**src/rtl/adcr_pkg.sv**
```systemverilog
package adcr_pkg;

  // Default geometry of the frame reader
  localparam int ADCR_CNT_W       = 8;   // frame counter width
  localparam int ADCR_DATA_W      = 8;   // converted word width
  localparam int ADCR_SCLK_BIT    = 3;   // counter bit used as serial clock
  localparam int ADCR_SEL_W       = 2;   // top counter bits that deselect when all set
  localparam int ADCR_CAP_SLOT    = 10;  // counter slot whose last sclk fall captures
  localparam int ADCR_SYNC_STAGES = 2;   // serial input synchronizer depth

  // Strobes decoded from the frame counter
  typedef struct packed {
    logic sclk;        // serial clock level
    logic cs_n;        // registered active-low select
    logic fall_en;     // sclk falls at the next master edge
    logic capture_en;  // this fall is the capture instant
  } adcr_tick_t;

endpackage

```
**src/rtl/adcr_rst_sync.sv**
```systemverilog
module adcr_rst_sync #(
  parameter int STAGES = 2
) (
  input  logic clk,
  input  logic arst_n,
  output logic rst_n
);

  logic [STAGES-1:0] sync_q;
  logic [STAGES-1:0] sync_d;

  always_comb begin
    sync_d = STAGES'({sync_q, 1'b1});
  end

  always_ff @(posedge clk or negedge arst_n) begin
    if (!arst_n) begin
      sync_q <= '0;
    end else begin
      sync_q <= sync_d;
    end
  end

  assign rst_n = sync_q[STAGES-1];

endmodule

```
**src/rtl/adcr_timebase.sv**
```systemverilog
module adcr_timebase
  import adcr_pkg::*;
#(
  parameter int CNT_W    = ADCR_CNT_W,
  parameter int SCLK_BIT = ADCR_SCLK_BIT,
  parameter int SEL_W    = ADCR_SEL_W,
  parameter int CAP_SLOT = ADCR_CAP_SLOT
) (
  input  logic       clk,
  input  logic       rst_n,
  output adcr_tick_t tick
);

  localparam int PHASE_W = SCLK_BIT + 1;     // bits below and including sclk
  localparam int SLOT_W  = CNT_W - PHASE_W;  // one slot per sclk period

  logic [CNT_W-1:0]  cnt_q;
  logic [CNT_W-1:0]  cnt_d;
  logic              csn_q;
  logic              csn_d;
  logic [SLOT_W-1:0] slot;
  logic              phase_end;

  // Next-state logic: free-running count and select lookahead
  always_comb begin
    cnt_d = cnt_q + 1'b1;
    csn_d = &cnt_d[CNT_W-1 -: SEL_W];
  end

  // Register process
  always_ff @(posedge clk or negedge rst_n) begin
    if (!rst_n) begin
      cnt_q <= '0;
      csn_q <= 1'b0;
    end else begin
      cnt_q <= cnt_d;
      csn_q <= csn_d;
    end
  end

  // Strobe decode
  always_comb begin
    slot            = cnt_q[CNT_W-1 -: SLOT_W];
    phase_end       = &cnt_q[SCLK_BIT:0];
    tick.sclk       = cnt_q[SCLK_BIT];
    tick.cs_n       = csn_q;
    tick.fall_en    = phase_end;
    tick.capture_en = phase_end && (slot == SLOT_W'(CAP_SLOT));
  end

endmodule

```
**src/rtl/adcr_shifter.sv**
```systemverilog
module adcr_shifter #(
  parameter int DATA_W      = 8,
  parameter int SYNC_STAGES = 2
) (
  input  logic              clk,
  input  logic              rst_n,
  input  logic              sdata,
  input  logic              shift_en,
  output logic [DATA_W-1:0] word
);

  logic              sd_sync;
  logic [DATA_W-1:0] sh_q;
  logic [DATA_W-1:0] sh_d;

  generate
    if (SYNC_STAGES == 0) begin : g_nosync
      assign sd_sync = sdata;
    end else begin : g_sync
      logic [SYNC_STAGES-1:0] sy_q;
      logic [SYNC_STAGES-1:0] sy_d;
      always_comb begin
        sy_d = SYNC_STAGES'({sy_q, sdata});
      end
      always_ff @(posedge clk or negedge rst_n) begin
        if (!rst_n) begin
          sy_q <= '0;
        end else begin
          sy_q <= sy_d;
        end
      end
      assign sd_sync = sy_q[SYNC_STAGES-1];
    end
  endgenerate

  // Next-state: shift in MSB first when enabled
  always_comb begin
    sh_d = sh_q;
    if (shift_en) begin
      sh_d = {sh_q[DATA_W-2:0], sd_sync};
    end
  end

  always_ff @(posedge clk or negedge rst_n) begin
    if (!rst_n) begin
      sh_q <= '0;
    end else begin
      sh_q <= sh_d;
    end
  end

  assign word = sh_q;

endmodule

```
**src/rtl/adcr_hold.sv**
```systemverilog
module adcr_hold #(
  parameter int DATA_W = 8
) (
  input  logic              clk,
  input  logic              rst_n,
  input  logic              load_en,
  input  logic [DATA_W-1:0] load_val,
  output logic [DATA_W-1:0] held
);

  logic [DATA_W-1:0] hold_q;
  logic [DATA_W-1:0] hold_d;

  always_comb begin
    hold_d = hold_q;
    if (load_en) begin
      hold_d = load_val;
    end
  end

  always_ff @(posedge clk or negedge rst_n) begin
    if (!rst_n) begin
      hold_q <= '0;
    end else begin
      hold_q <= hold_d;
    end
  end

  assign held = hold_q;

endmodule

```
**src/rtl/adcr_reader.sv**
```systemverilog
module adcr_reader
  import adcr_pkg::*;
#(
  parameter int CNT_W       = ADCR_CNT_W,
  parameter int DATA_W      = ADCR_DATA_W,
  parameter int SCLK_BIT    = ADCR_SCLK_BIT,
  parameter int SEL_W       = ADCR_SEL_W,
  parameter int CAP_SLOT    = ADCR_CAP_SLOT,
  parameter int SYNC_STAGES = ADCR_SYNC_STAGES
) (
  input  logic              clk,
  input  logic              rst_n,
  input  logic              adc_sdata,
  output logic              adc_sclk,
  output logic              adc_cs_n,
  output logic [DATA_W-1:0] disp_value,
  output logic              dp_on
);

  logic              rst_sync_n;
  adcr_tick_t        tick;
  logic [DATA_W-1:0] shreg_word;
  logic [DATA_W-1:0] held_word;
  logic              hold_rst_n;

  adcr_rst_sync #(.STAGES(2)) u_rst (
    .clk    (clk),
    .arst_n (rst_n),
    .rst_n  (rst_sync_n)
  );

  adcr_timebase #(
    .CNT_W    (CNT_W),
    .SCLK_BIT (SCLK_BIT),
    .SEL_W    (SEL_W),
    .CAP_SLOT (CAP_SLOT)
  ) u_tb (
    .clk   (clk),
    .rst_n (rst_sync_n),
    .tick  (tick)
  );

  adcr_shifter #(
    .DATA_W      (DATA_W),
    .SYNC_STAGES (SYNC_STAGES)
  ) u_sh (
    .clk      (clk),
    .rst_n    (rst_sync_n),
    .sdata    (adc_sdata),
    .shift_en (tick.fall_en),
    .word     (shreg_word)
  );

  // Display register clears as soon as the external reset asserts
  assign hold_rst_n = rst_sync_n & rst_n;

  adcr_hold #(.DATA_W(DATA_W)) u_hold (
    .clk      (clk),
    .rst_n    (hold_rst_n),
    .load_en  (tick.capture_en),
    .load_val (shreg_word),
    .held     (held_word)
  );

  assign adc_sclk   = tick.sclk;
  assign adc_cs_n   = tick.cs_n;
  assign disp_value = held_word;
  assign dp_on      = 1'b1;

endmodule

```
**config.mk**
```make
export PLATFORM = sky130hd
export DESIGN_NAME = adcr_reader
export DESIGN_NICKNAME = d
export VERILOG_FILES = /design/src/rtl/adcr_pkg.sv /design/src/rtl/adcr_rst_sync.sv /design/src/rtl/adcr_timebase.sv /design/src/rtl/adcr_shifter.sv /design/src/rtl/adcr_hold.sv /design/src/rtl/adcr_reader.sv
export SDC_FILE = /design/constraint.sdc
export NUM_CORES = 1
export LEC_CHECK = 0
export BUFFER_PORTS_ARGS = -buffer_cell sky130_fd_sc_hd__buf_2
export CORE_MARGIN = 4
export CORE_UTILIZATION = 49
export CTS_CLUSTER_DIAMETER = 100
export DETAILED_ROUTE_END_ITERATION = 10
export GPL_TIMING_DRIVEN = 0
export PLACE_DENSITY = 0.72
export SLEW_MARGIN = 20
export SYNTH_ARGS = -nofsm -noshare
export SYNTH_HDL_FRONTEND = slang
export SYNTH_SLANG_ARGS = --single-unit
```
**constraint.sdc**
```tcl
create_clock -name clk -period 1 [get_ports clk]
set_clock_uncertainty 0.1 [all_clocks]
set_input_delay 0.1 -clock clk [delete_from_list [all_inputs] [get_ports clk]]
set_output_delay 0.1 -clock clk [all_outputs]
set_load 0.005 [all_outputs]
```
==> results.ini <==
[critical_path]
critPathBufInv=0
slowest_stage=dfrtp_1
crit_cells=4
end_kind=register
crit_path_start_kind=register
arrival_ns=1.62
rr_startpoint=u_tb.cnt_q[1]
crit_path_start=u_tb.cnt_q[1]
critPathRequiredTime_ns=1.09
ff2ff_path_depth=4
critical_path.endpoint=u_hold.held[7]
path_delay_family=simple AND/OR/NAND/NOR gates
cpPeakStageDelay_ns=0.41
r2r-end=u_hold.held[7]
rrSetupSlack_ns=-0.53
worst-setup-path-type=reg -> reg
cp_max_fo=8
cp_cell_sequence=ha_4, and3_4, nand4b_4, mux2_4

[sta]
setup_violations=31
fmax_mhz=653
min_period_ns=1.53
rsz0062_at_grt=true
holdWs_ns=0.0998
timing.final.hold_violations=0
maxSlewViolCount=0
fin_ws_ns=-0.531
period_share=1.53

[min_path]
hp-class=reg -> async

[floorplanning]
io_pins=14
start_util=0.539
fp.dieW_um=55.6
rows=16
die_h_um=55.6
core_area_um2=2060
die-area_um2=3100

[logic_synthesis]
synthAdderAreaFrac=0.0112
synth_compound_area_frac=0.0214
synth_area_um2=1110
ys_types=22
synth_top_family_by_area=multiplexers
synth_top_area_frac=0.652
synthSimpleGateAreaFrac=0.0821
ys_top_cells_by_area=dfrtp_1 (65%), mux2_2 (16%), xnor2_1 (3.1%), nand4b_4 (2.1%), xor2_1 (1.6%)
ys_ff_latch=29
yosysTopAreaCell=dfrtp_1
synthMuxAreaShare=0.162
synthCells=72
ys_seq_area_frac=0.652
synth_xor_area_frac=0.0472
avgSynthCellArea_um2=15.4
ys_warn_count=0

[cts]
htree_levels=2
cts.sinks=29
clk_pin_slew_ns=0.09
cts_buffers=5
cts_tree=yes
cts_root_buffer=clkbuf_4
cts_max_path_buffers=2
clkLatencyLatePin_ns=0.31

[placed_design]
hpwl_um=1130
io_buffers=12
gp_congestion=0.683
post-place-ws_ns=-0.696

[grt]
grt_max_degree=21
grt_use_total=0.129
grt-ovfl-total=0
grt_pass1_vias=702
grt_pass1_wl_um=3040
antenna_found_initial=0

[cells_and_area]
drive_gt1_frac=0.520
fin_util=0.669
n_antenna_cell=0
fin_nets=106
area_growth_pct=24.0

[routing]
drc=0
drt-total-wl_um=1730
ant_nets=0
viasPerCell=5.10
via_count=658
drtIter0Drc=1
drtPass1Iterations=2
wire_per_inst_um=13.4

[power]
leakage_nw=0.734
p_per_area_nw_per_um2=1350
vdd_drop_max_mv=0.950

[run]
drv_cap=0

[status]
violations=setup timing
status=complete, but fails checks

==> stage by stage <==
step | cell area, µm² | instances | power (mW) | setup TNS, ns
2_1_floorplan | 1140 | 73 | 1.24 | -8.12
3_3_place_gp | 1240 | 112 | 1.25 | -10.17
3_5_place_dp | 1240 | 112 | 1.26 | -10.76
4_1_cts | 1370 | 128 | 1.88 | -9.60
5_1_grt | 1380 | 129 | 1.96 | -11.04
6_report | 1380 | 129 | 1.86 | -9.67
==> cell usage after synthesis <==
library cell  count
and3_1            1
nor2_1            1
nor3b_1           1
a22oi_1           1
nand4_1           1
inv_1             1
dfrtp_1          29
conb_1            1
o21ba_2           1
xor2_1            2
nand4b_4          1
nor2b_1           1
nand2_1           3
and2_1            1
o22ai_1           1
xnor2_1           4
buf_6             1
nand3_1           2
buf_4             1
and4_2            1
mux2_2           16
ha_1              1
==> registers in the layout, summed over array words and instances (netlist names) <==
| register | count |
|---|---|
| u_tb.cnt_q | 8 |
| u_sh.g_sync.sy_q | 2 |
| u_sh.word | 8 |
| u_hold.held | 8 |
| u_tb.csn_q | 1 |
| u_rst.sync_q | 2 |
==> report_power, final <==
part	total, mW	internal [mW]	switching, mW	leakage, nW
Sequential	1.21	1.19	0.0207	0.376
Clock	0.622	0.258	0.364	0.0281
Combinational	0.0324	0.0190	0.0134	0.331
==> kinds of logic (layout without fill, tap and decap cells) <==
family,Yosys count,after routing
xor+xnor,6,6
flops,29,29
simple gates,13,13
buf+inv,3,32
mux,16,16
fa+ha+maj,1,1
compound gates,3,3
other cells,1,2
==> timing repair <==
| item | in CTS | in global routing |
|---|---|---|
| buffers inserted | 7 | 1 |
| resized for setup | 5 | 2 |
| hold buffers | 3 | 0 |
| endpoints found under the hold margin | 11 | 0 |
| setup endpoints to repair | 38 | 41 |
| pin swaps | 1 | 1 |
==> worst min path at each step <==
stage	start	end	slack (ns)	cells after the start
after floorplan	rst_n	u_rst.sync_q[0]	-0.30	0
after global placement	rst_n	u_rst.sync_q[0]	-0.21	1
after detailed placement	rst_n	u_rst.sync_q[0]	-0.21	1
after CTS	u_rst.sync_q[1]	u_sh.word[1]	0.12	0
after global routing	u_rst.sync_q[1]	u_sh.word[1]	0.13	0
final	u_rst.sync_q[1]	u_sh.word[3]	0.1	0
==> per-layer routing <==
layer | global-route usage | routed length, µm | up-vias
met4 | 0.0625 | 14 | 0
met1 | 0.146 | 763 | 331
met3 | 0.0580 | 99 | 2
met5 | 0 | 0 | -
li1 | - | - | 311
met2 | 0.208 | 849 | 14
==> placed cells by master, fill, tap and decap left out, types with 2 or more instances in the layout <==
| cell type | count |
|---|---|
| dfrtp_1 | 27 |
| xnor2_1 | 4 |
| nand2_1 | 3 |
| mux2_2 | 14 |
| xor2_1 | 2 |
| clkbuf_4 | 5 |
| buf_4 | 8 |
| buf_2 | 12 |
| dlygate4sd3_1 | 3 |
| conb_1 | 2 |
| mux2_4 | 2 |
==> area by class of cell <==
cell class                      count  area (µm²)
Inverter                            1        3.75
Tap cell                           27        33.8
Multi-Input combinational cell     41         403
Buffer                              1        7.51
Fill cell                         150         683
Clock inverter                      1        5.00
Timing Repair Buffer               23         154
Sequential cell                    29         731
Clock buffer                        6        41.3
Note: power is estimated with default switching activity, not from simulation.
